[src/rtl/mdio_pkg.sv]
`timescale 1ns/1ps
package mdio_pkg;
  localparam int DIV_W     = 8;
  localparam int REGA_W    = 5;
  localparam int PHYA_W    = 5;
  localparam int DATA_W    = 16;
  localparam int OP_W      = 2;
  localparam int SOF_W     = 2;
  localparam int TA_W      = 2;
  localparam int BUS_W     = 32;
  localparam int PRE_LEN   = 32;
  localparam int HDR_LEN   = SOF_W + OP_W + PHYA_W + REGA_W;
  localparam int FRAME_LEN = HDR_LEN + TA_W + DATA_W;
  localparam int TA_POS    = HDR_LEN;
  localparam int DATA_POS  = HDR_LEN + TA_W;
  localparam int IDX_W     = $clog2(PRE_LEN + FRAME_LEN + 1);
  localparam int FIDX_W    = $clog2(FRAME_LEN);

  typedef enum logic [1:0] {
    SEL_CFG  = 2'd0,
    SEL_ADDR = 2'd1,
    SEL_DATA = 2'd2,
    SEL_CMD  = 2'd3
  } reg_sel_e;

  typedef struct packed {
    logic [DIV_W-1:0] div;
    logic [SOF_W-1:0] sof;
    logic             pre_en;
    logic             inv;
    logic             smp_en;
  } cfg_t;

  localparam int CFG_W = $bits(cfg_t);

  function automatic logic is_read(input logic [OP_W-1:0] op);
    return op[1];
  endfunction

  function automatic logic is_classic(input logic [SOF_W-1:0] sof);
    return sof != '0;
  endfunction

  function automatic logic [FRAME_LEN-1:0] build_frame(
    input logic [SOF_W-1:0]  sof,
    input logic [OP_W-1:0]   op,
    input logic [PHYA_W-1:0] phy,
    input logic [REGA_W-1:0] rega,
    input logic [DATA_W-1:0] data);
    if (is_read(op))
      return {sof, op, phy, rega, {TA_W{1'b1}}, {DATA_W{1'b1}}};
    return {sof, op, phy, rega, 2'b10, data};
  endfunction

  function automatic logic [IDX_W-1:0] last_index(input logic pre);
    return pre ? IDX_W'(PRE_LEN + FRAME_LEN - 1) : IDX_W'(FRAME_LEN - 1);
  endfunction

  function automatic logic [REGA_W-1:0] bump_addr(input logic [REGA_W-1:0] a);
    return a + 1'b1;
  endfunction
endpackage

[src/rtl/mdio_clkdiv.sv]
`timescale 1ns/1ps
module mdio_clkdiv
  import mdio_pkg::*;
#(
  parameter int W = DIV_W
) (
  input  logic         clk,
  input  logic         rst_n,
  input  logic         run,
  input  logic [W-1:0] div,
  output logic         tick
);
  logic [W-1:0] cnt_q;

  assign tick = run && (cnt_q == div);

  always_ff @(posedge clk) begin
    if (!rst_n)             cnt_q <= '0;
    else if (!run || tick)  cnt_q <= '0;
    else                    cnt_q <= cnt_q + 1'b1;
  end
endmodule

[src/rtl/mdio_frame_eng.sv]
`timescale 1ns/1ps
module mdio_frame_eng
  import mdio_pkg::*;
(
  input  logic                 clk,
  input  logic                 rst_n,
  input  logic                 start,
  input  logic [FRAME_LEN-1:0] frame_in,
  input  logic                 rd_in,
  input  logic                 pre_in,
  input  logic                 smp_in,
  input  logic                 inv_in,
  input  logic                 tick,
  input  logic                 mdio_i,
  output logic                 busy,
  output logic                 mdc,
  output logic                 mdio_o,
  output logic                 mdio_oe,
  output logic                 rise_evt,
  output logic                 fall_evt,
  output logic                 done,
  output logic                 rd_snap,
  output logic                 smp_snap,
  output logic [DATA_W-1:0]    rd_data
);
  logic                 busy_q, mdc_q, pre_q, inv_q;
  logic [IDX_W-1:0]     idx_q;
  logic [FRAME_LEN-1:0] frame_q;
  logic [DATA_W-1:0]    rsh_q;
  logic                 in_pre, last, released, sample;
  logic [IDX_W-1:0]     fpos;
  logic [FIDX_W-1:0]    fidx;

  assign in_pre   = pre_q && (idx_q < IDX_W'(PRE_LEN));
  assign fpos     = idx_q - (pre_q ? IDX_W'(PRE_LEN) : IDX_W'(0));
  assign fidx     = fpos[FIDX_W-1:0];
  assign last     = (idx_q == last_index(pre_q));
  assign rise_evt = busy_q && tick && !mdc_q;
  assign fall_evt = busy_q && tick && mdc_q;
  assign done     = fall_evt && last;
  assign released = rd_snap && !in_pre && (fidx >= FIDX_W'(TA_POS));
  assign sample   = rise_evt && !in_pre && (fidx >= FIDX_W'(DATA_POS));

  assign busy    = busy_q;
  assign mdc     = mdc_q;
  assign mdio_o  = !busy_q || in_pre || frame_q[FIDX_W'(FRAME_LEN-1) - fidx];
  assign mdio_oe = busy_q && !released;
  assign rd_data = smp_snap ? rsh_q : {DATA_W{1'b1}};

  always_ff @(posedge clk) begin
    if (!rst_n) begin
      busy_q   <= 1'b0;
      mdc_q    <= 1'b0;
      idx_q    <= '0;
      frame_q  <= '0;
      rd_snap  <= 1'b0;
      pre_q    <= 1'b0;
      smp_snap <= 1'b0;
      inv_q    <= 1'b0;
      rsh_q    <= '0;
    end else if (start) begin
      busy_q   <= 1'b1;
      mdc_q    <= 1'b0;
      idx_q    <= '0;
      frame_q  <= frame_in;
      rd_snap  <= rd_in;
      pre_q    <= pre_in;
      smp_snap <= smp_in;
      inv_q    <= inv_in;
    end else if (busy_q) begin
      if (rise_evt) mdc_q <= 1'b1;
      if (sample)   rsh_q <= {rsh_q[DATA_W-2:0], mdio_i ^ inv_q};
      if (fall_evt) begin
        mdc_q <= 1'b0;
        if (last) busy_q <= 1'b0;
        else      idx_q  <= idx_q + 1'b1;
      end
    end
  end
endmodule

[src/rtl/mdio_regs.sv]
`timescale 1ns/1ps
module mdio_regs
  import mdio_pkg::*;
(
  input  logic              clk,
  input  logic              rst_n,
  input  logic              bus_wr,
  input  logic [1:0]        bus_addr,
  input  logic [BUS_W-1:0]  bus_wdata,
  input  logic              busy,
  input  logic              done,
  input  logic              eng_rd,
  input  logic [DATA_W-1:0] eng_data,
  output logic              start,
  output cfg_t              cfg_q,
  output logic [PHYA_W-1:0] phy_q,
  output logic [REGA_W-1:0] rega_q,
  output logic [DATA_W-1:0] data_q,
  output logic [OP_W-1:0]   op_q,
  output logic              autoinc_q,
  output logic              classic_q,
  output logic [BUS_W-1:0]  bus_rdata
);
  reg_sel_e sel;
  assign sel   = reg_sel_e'(bus_addr);
  assign start = bus_wr && (sel == SEL_CMD) && !busy;

  always_ff @(posedge clk) begin
    if (!rst_n) begin
      cfg_q     <= '0;
      phy_q     <= '0;
      rega_q    <= '0;
      data_q    <= '0;
      op_q      <= '0;
      autoinc_q <= 1'b0;
      classic_q <= 1'b0;
    end else begin
      if (done && eng_rd)                data_q <= eng_data;
      if (done && classic_q && autoinc_q) rega_q <= bump_addr(rega_q);
      if (start) begin
        op_q      <= bus_wdata[OP_W-1:0];
        autoinc_q <= bus_wdata[OP_W];
        classic_q <= is_classic(cfg_q.sof);
      end
      if (bus_wr && sel == SEL_CFG) cfg_q <= cfg_t'(bus_wdata[CFG_W-1:0]);
      if (bus_wr && sel == SEL_ADDR) begin
        rega_q <= bus_wdata[REGA_W-1:0];
        phy_q  <= bus_wdata[REGA_W +: PHYA_W];
      end
      if (bus_wr && sel == SEL_DATA) data_q <= bus_wdata[DATA_W-1:0];
    end
  end

  always_comb begin
    unique case (sel)
      SEL_CFG:  bus_rdata = {{(BUS_W-CFG_W){1'b0}}, cfg_q};
      SEL_ADDR: bus_rdata = {{(BUS_W-PHYA_W-REGA_W){1'b0}}, phy_q, rega_q};
      SEL_DATA: bus_rdata = {{(BUS_W-DATA_W){1'b0}}, data_q};
      default:  bus_rdata = {busy, {(BUS_W-OP_W-2){1'b0}}, autoinc_q, op_q};
    endcase
  end
endmodule

[src/rtl/mdio_master.sv]
`timescale 1ns/1ps
module mdio_master
  import mdio_pkg::*;
(
  input  logic        clk,
  input  logic        rst_n,
  input  logic        bus_wr,
  input  logic [1:0]  bus_addr,
  input  logic [31:0] bus_wdata,
  output logic [31:0] bus_rdata,
  output logic        mdc,
  output logic        mdio_o,
  output logic        mdio_oe,
  input  logic        mdio_i
);
  logic                 start, busy, tick, rise_evt, fall_evt, done;
  logic                 eng_rd, smp_snap, autoinc_q, classic_q;
  logic [DATA_W-1:0]    eng_data, data_q;
  logic [PHYA_W-1:0]    phy_q;
  logic [REGA_W-1:0]    rega_q;
  logic [OP_W-1:0]      op_q;
  logic [FRAME_LEN-1:0] frame;
  cfg_t                 cfg_q;

  assign frame = build_frame(cfg_q.sof, bus_wdata[OP_W-1:0], phy_q, rega_q, data_q);

  mdio_regs u_regs (
    .clk       (clk),
    .rst_n     (rst_n),
    .bus_wr    (bus_wr),
    .bus_addr  (bus_addr),
    .bus_wdata (bus_wdata),
    .busy      (busy),
    .done      (done),
    .eng_rd    (eng_rd),
    .eng_data  (eng_data),
    .start     (start),
    .cfg_q     (cfg_q),
    .phy_q     (phy_q),
    .rega_q    (rega_q),
    .data_q    (data_q),
    .op_q      (op_q),
    .autoinc_q (autoinc_q),
    .classic_q (classic_q),
    .bus_rdata (bus_rdata)
  );

  mdio_clkdiv #(.W(DIV_W)) u_div (
    .clk   (clk),
    .rst_n (rst_n),
    .run   (busy),
    .div   (cfg_q.div),
    .tick  (tick)
  );

  mdio_frame_eng u_eng (
    .clk      (clk),
    .rst_n    (rst_n),
    .start    (start),
    .frame_in (frame),
    .rd_in    (is_read(bus_wdata[OP_W-1:0])),
    .pre_in   (cfg_q.pre_en),
    .smp_in   (cfg_q.smp_en),
    .inv_in   (cfg_q.inv),
    .tick     (tick),
    .mdio_i   (mdio_i),
    .busy     (busy),
    .mdc      (mdc),
    .mdio_o   (mdio_o),
    .mdio_oe  (mdio_oe),
    .rise_evt (rise_evt),
    .fall_evt (fall_evt),
    .done     (done),
    .rd_snap  (eng_rd),
    .smp_snap (smp_snap),
    .rd_data  (eng_data)
  );
endmodule

[config.mk]
export PLATFORM = sky130hd
export DESIGN_NAME = mdio_master
export DESIGN_NICKNAME = d
export VERILOG_FILES = /design/src/rtl/mdio_pkg.sv /design/src/rtl/mdio_clkdiv.sv /design/src/rtl/mdio_frame_eng.sv /design/src/rtl/mdio_regs.sv /design/src/rtl/mdio_master.sv
export SDC_FILE = /design/constraint.sdc
export NUM_CORES = 1
export LEC_CHECK = 0
export BUFFER_PORTS_ARGS = -buffer_cell sky130_fd_sc_hd__clkbuf_2
export CAP_MARGIN = 20
export CORE_AREA = 3 3 122 124
export CTS_CLUSTER_SIZE = 24
export DETAILED_ROUTE_END_ITERATION = 8
export DIE_AREA = 0 0 125 127
export PLACE_DENSITY = 0.63
export SYNTH_ARGS = -nofsm -noshare
export SYNTH_HDL_FRONTEND = slang
export SYNTH_HIERARCHICAL = 1
export SYNTH_SLANG_ARGS = --single-unit
[constraint.sdc]
create_clock -name clk -period 4.5 [get_ports clk]
set_clock_uncertainty 0.2 [all_clocks]
set_input_delay 0.675 -clock clk [delete_from_list [all_inputs] [get_ports clk]]
set_output_delay 0.675 -clock clk [all_outputs]
set_load 0.01 [all_outputs]
==> metrics.yaml <==
clock_network:
  clock-root-buffer: "sky130_fd_sc_hd__clkbuf_16"
  cts_buffer_depth: 2
  post_cts.resized_instances: 0
  cts_tree: "built"
  cts.sinks: 112
  number_of_setup_buffers_added_after_cts: 0
  holdBufCountCts: 0
  htree_num_levels: 3
  cts_made_buffers: 9
  cts.clk_slew.worst_paths_ns: 0.07
  clock_insertion_delay_worst_skew_ns: 0.36
place:
  place.port_buffers: 41
  finalWeightedCongestion: 0.870
  dp_hpwl_um: 9740
power:
  power.density_cell_area_nw_per_um2: 314
  vdd_drop_max_v: 0.000214
  cellLeakagePower_nw: 2.36
  design_power_total_mw: 1.94
job:
  cap_violations: 0
synth:
  synth-edff-count: 0
  post_synth_num_cell_types: 49
  synth.yosys.warnings: 6
  asyncSetResetFlopFracSynth: 0
  synth_cells: 621
  synthesis.area_sq_um: 5700
  number_of_synthesized_register_bits: 112
  synth-main-ff-cell: "sky130_fd_sc_hd__dfxtp_1"
  synth_area_per_cell_sq_um: 9.18
  part_of_the_yosys_area_used_for_sequential_elements: 0.393
cells_and_area:
  area_growth_pct: 8.14
  fraction_of_layout_cells_with_a_size_suffix_above_1: 0.120
  num-nets-final: 678
  number_of_antenna_cells_inserted: 0
  highest_count_cells_in_the_layout_ignoring_fill_and_taps: "112 x sky130_fd_sc_hd__dfxtp_1, 89 x sky130_fd_sc_hd__mux2i_1, 66 x sky130_fd_sc_hd__nand2_1"
  n_fill_cell: 1351
  mostFrequentLayoutCell: "sky130_fd_sc_hd__dfxtp_1"
floorplan:
  die_h_um: 127
  floorplan.rows: 43
  die_area_sq_um: 15900
  die_width_um: 125
  pin_count: 73
  core_area_sq_um: 13900
  start_util: 0.411
sta:
  timing_max_transition_violations_final: 0
  max_slew_margin: 0.290
  worst_pin_slew_ns: 1.06
  timing_hold_violations_final: 0
  rsz0062_at_grt: "false"
  min_period_over_period: 0.720
  achievable-frequency_mhz: 308
  setup_viol: 0
  total_negative_slack_for_setup_checks_ns: 0
  final.hold.worst_slack_ns: 0.285
  period_minus_slack_ns: 3.24
worst_setup_path:
  worst-r2r-cell-count: 10
  setup.worst_path.end_class: "register"
  worst_r2r_startpoint: "u_div/cnt_q[2]"
  reg2reg_to: "u_regs/data_q[12]"
  cp_max_fo: 16
  timing.critical_path.to: "u_regs/data_q[12]"
  timing_worst_setup_path_type: "reg2reg"
  arrival_ns: 3.24
  timing.critical_path.from: "u_div/cnt_q[2]"
  setup.worst_path.start_class: "register"
  register_to_register_setup_slack_ns: 1.26
  crit_required_ns: 4.50
route:
  drt-wirelength-per-cell_um: 16.8
  drt-pass1-iter-count: 5
  drt_drc_violations_left: 0
  vias_after_detailed_routing: 4416
  viasPerCell: 5.38
  total_wire_length_after_detailed_routing_um: 13800
  detailedRoute.firstIterationViolations: 386
  drt.antenna.violating_nets: 0
global_route:
  grt-ovfl-total: 0
  first_global_vias: 4141
  grt_first_pass_wirelength_um: 22100
  grt_use_total: 0.175
  grt_max_degree: 62
  initial_antenna_violation_count: 0
min_path:
  worst_hold_path.num_cells: 2
  worstHoldPathType: "reg2reg"
outcome:
  outcome: "complete, no violations"
## registers in the layout (all words and copies together) (netlist names), 2 cells and up
register,cells
u_regs/phy_q,5
u_eng/idx_q,7
u_regs/rega_q,5
u_eng/rsh_q,16
u_div/cnt_q,8
u_regs/data_q,16
u_eng/frame_q,32
u_regs/op_q,2
u_regs/cfg_q,13
## cell type report
type	instances	area, sq um	area share
Clock buffer	12	236	0.0384
Clock inverter	3	20.0	0.00325
Inverter	5	18.8	0.00304
Multi-Input combinational cell	463	3160	0.513
Sequential cell	112	2240	0.364
Tap cell	180	225	0.0365
Timing Repair Buffer	46	263	0.0426
## how the worst min path moves through the flow
stage / to / start
after floorplan: u_regs/cfg_q[0] / u_regs/cfg_q[0]
after global routing: u_regs/cfg_q[5] / u_regs/cfg_q[5]
after detailed placement: u_regs/cfg_q[0] / u_regs/cfg_q[0]
after global placement: u_regs/cfg_q[0] / u_regs/cfg_q[0]
final: u_regs/cfg_q[0] / u_regs/cfg_q[0]
after CTS: u_regs/cfg_q[0] / u_regs/cfg_q[0]
## worst max-delay path, stage by stage, from the launching register on
cell	delay, ns
sky130_fd_sc_hd__dfxtp_1	0.50
sky130_fd_sc_hd__xor2_2	0.14
sky130_fd_sc_hd__nor4_4	0.52
sky130_fd_sc_hd__and3_1	0.29
sky130_fd_sc_hd__nand3_1	0.18
sky130_fd_sc_hd__inv_2	0.14
sky130_fd_sc_hd__nand2_1	0.07
sky130_fd_sc_hd__nor2_1	0.28
sky130_fd_sc_hd__nand2_1	0.46
sky130_fd_sc_hd__nand2_1	0.21
sky130_fd_sc_hd__a311oi_1	0.11
## per-stage QoR
stage,std cells,cell area (sq um),setup slack [ns],utilization
after global placement,805,5880,1.35,0.424
final,821,6170,1.26,0.444
after floorplan,635,5750,1.81,-
after detailed placement,806,5910,1.34,0.426
after CTS,821,6170,1.33,0.444
after global routing,821,6170,1.04,0.444
## synth_stat cells, types with 6 or more instances
cell / n / share of area
sky130_fd_sc_hd__dfxtp_1: 112 / 0.39
sky130_fd_sc_hd__mux2i_1: 89 / 0.16
sky130_fd_sc_hd__nand2_1: 66 / 0.043
sky130_fd_sc_hd__nor2b_1: 58 / 0.064
sky130_fd_sc_hd__nor2_1: 35 / 0.023
sky130_fd_sc_hd__nand3_1: 24 / 0.021
sky130_fd_sc_hd__o21ai_0: 21 / 0.018
sky130_fd_sc_hd__a21oi_1: 20 / 0.018
sky130_fd_sc_hd__buf_4: 19 / 0.025
sky130_fd_sc_hd__nand2b_1: 19 / 0.021
sky130_fd_sc_hd__clkbuf_1: 17 / 0.011
sky130_fd_sc_hd__a311oi_1: 16 / 0.025
sky130_fd_sc_hd__or2_1: 16 / 0.018
sky130_fd_sc_hd__buf_2: 14 / 0.012
sky130_fd_sc_hd__xor2_1: 12 / 0.018
sky130_fd_sc_hd__nand4_1: 7 / 0.0077
sky130_fd_sc_hd__a211oi_1: 6 / 0.0079
## per-layer routing
layer	GRT usage	wire (um)	share of wire	vias to the layer above
met2	0.283	6500	0.47	134
met3	0.0456	800	0.058	22
met1	0.230	6220	0.45	2111
met4	0.0529	291	0.021	0
met5	0	0	0	-
li1	-	-	-	2149
## cell families after synthesis
family | Yosys count | synth area share
DFF | 112 | 0.393
AOI/OAI and AO/OA | 84 | 0.102
and+or+nand+nor | 252 | 0.241
buffers and inverters | 60 | 0.0617
xor gates and xnor gates | 16 | 0.0259
other | 2 | 0.00132
muxes | 92 | 0.168
adders and majority gates | 3 | 0.00658
## power by group
| group | total (mW) | switching, mW | internal (mW) | leakage (nW) |
|---|---|---|---|---|
| Sequential | 1.04 | 0.0254 | 1.02 | 0.908 |
| Clock | 0.728 | 0.356 | 0.373 | 0.119 |
| Combinational | 0.169 | 0.100 | 0.0687 | 1.34 |
| Total | 1.94 | 0.481 | 1.46 | 2.36 |
Power figures use the tool's default switching activity.
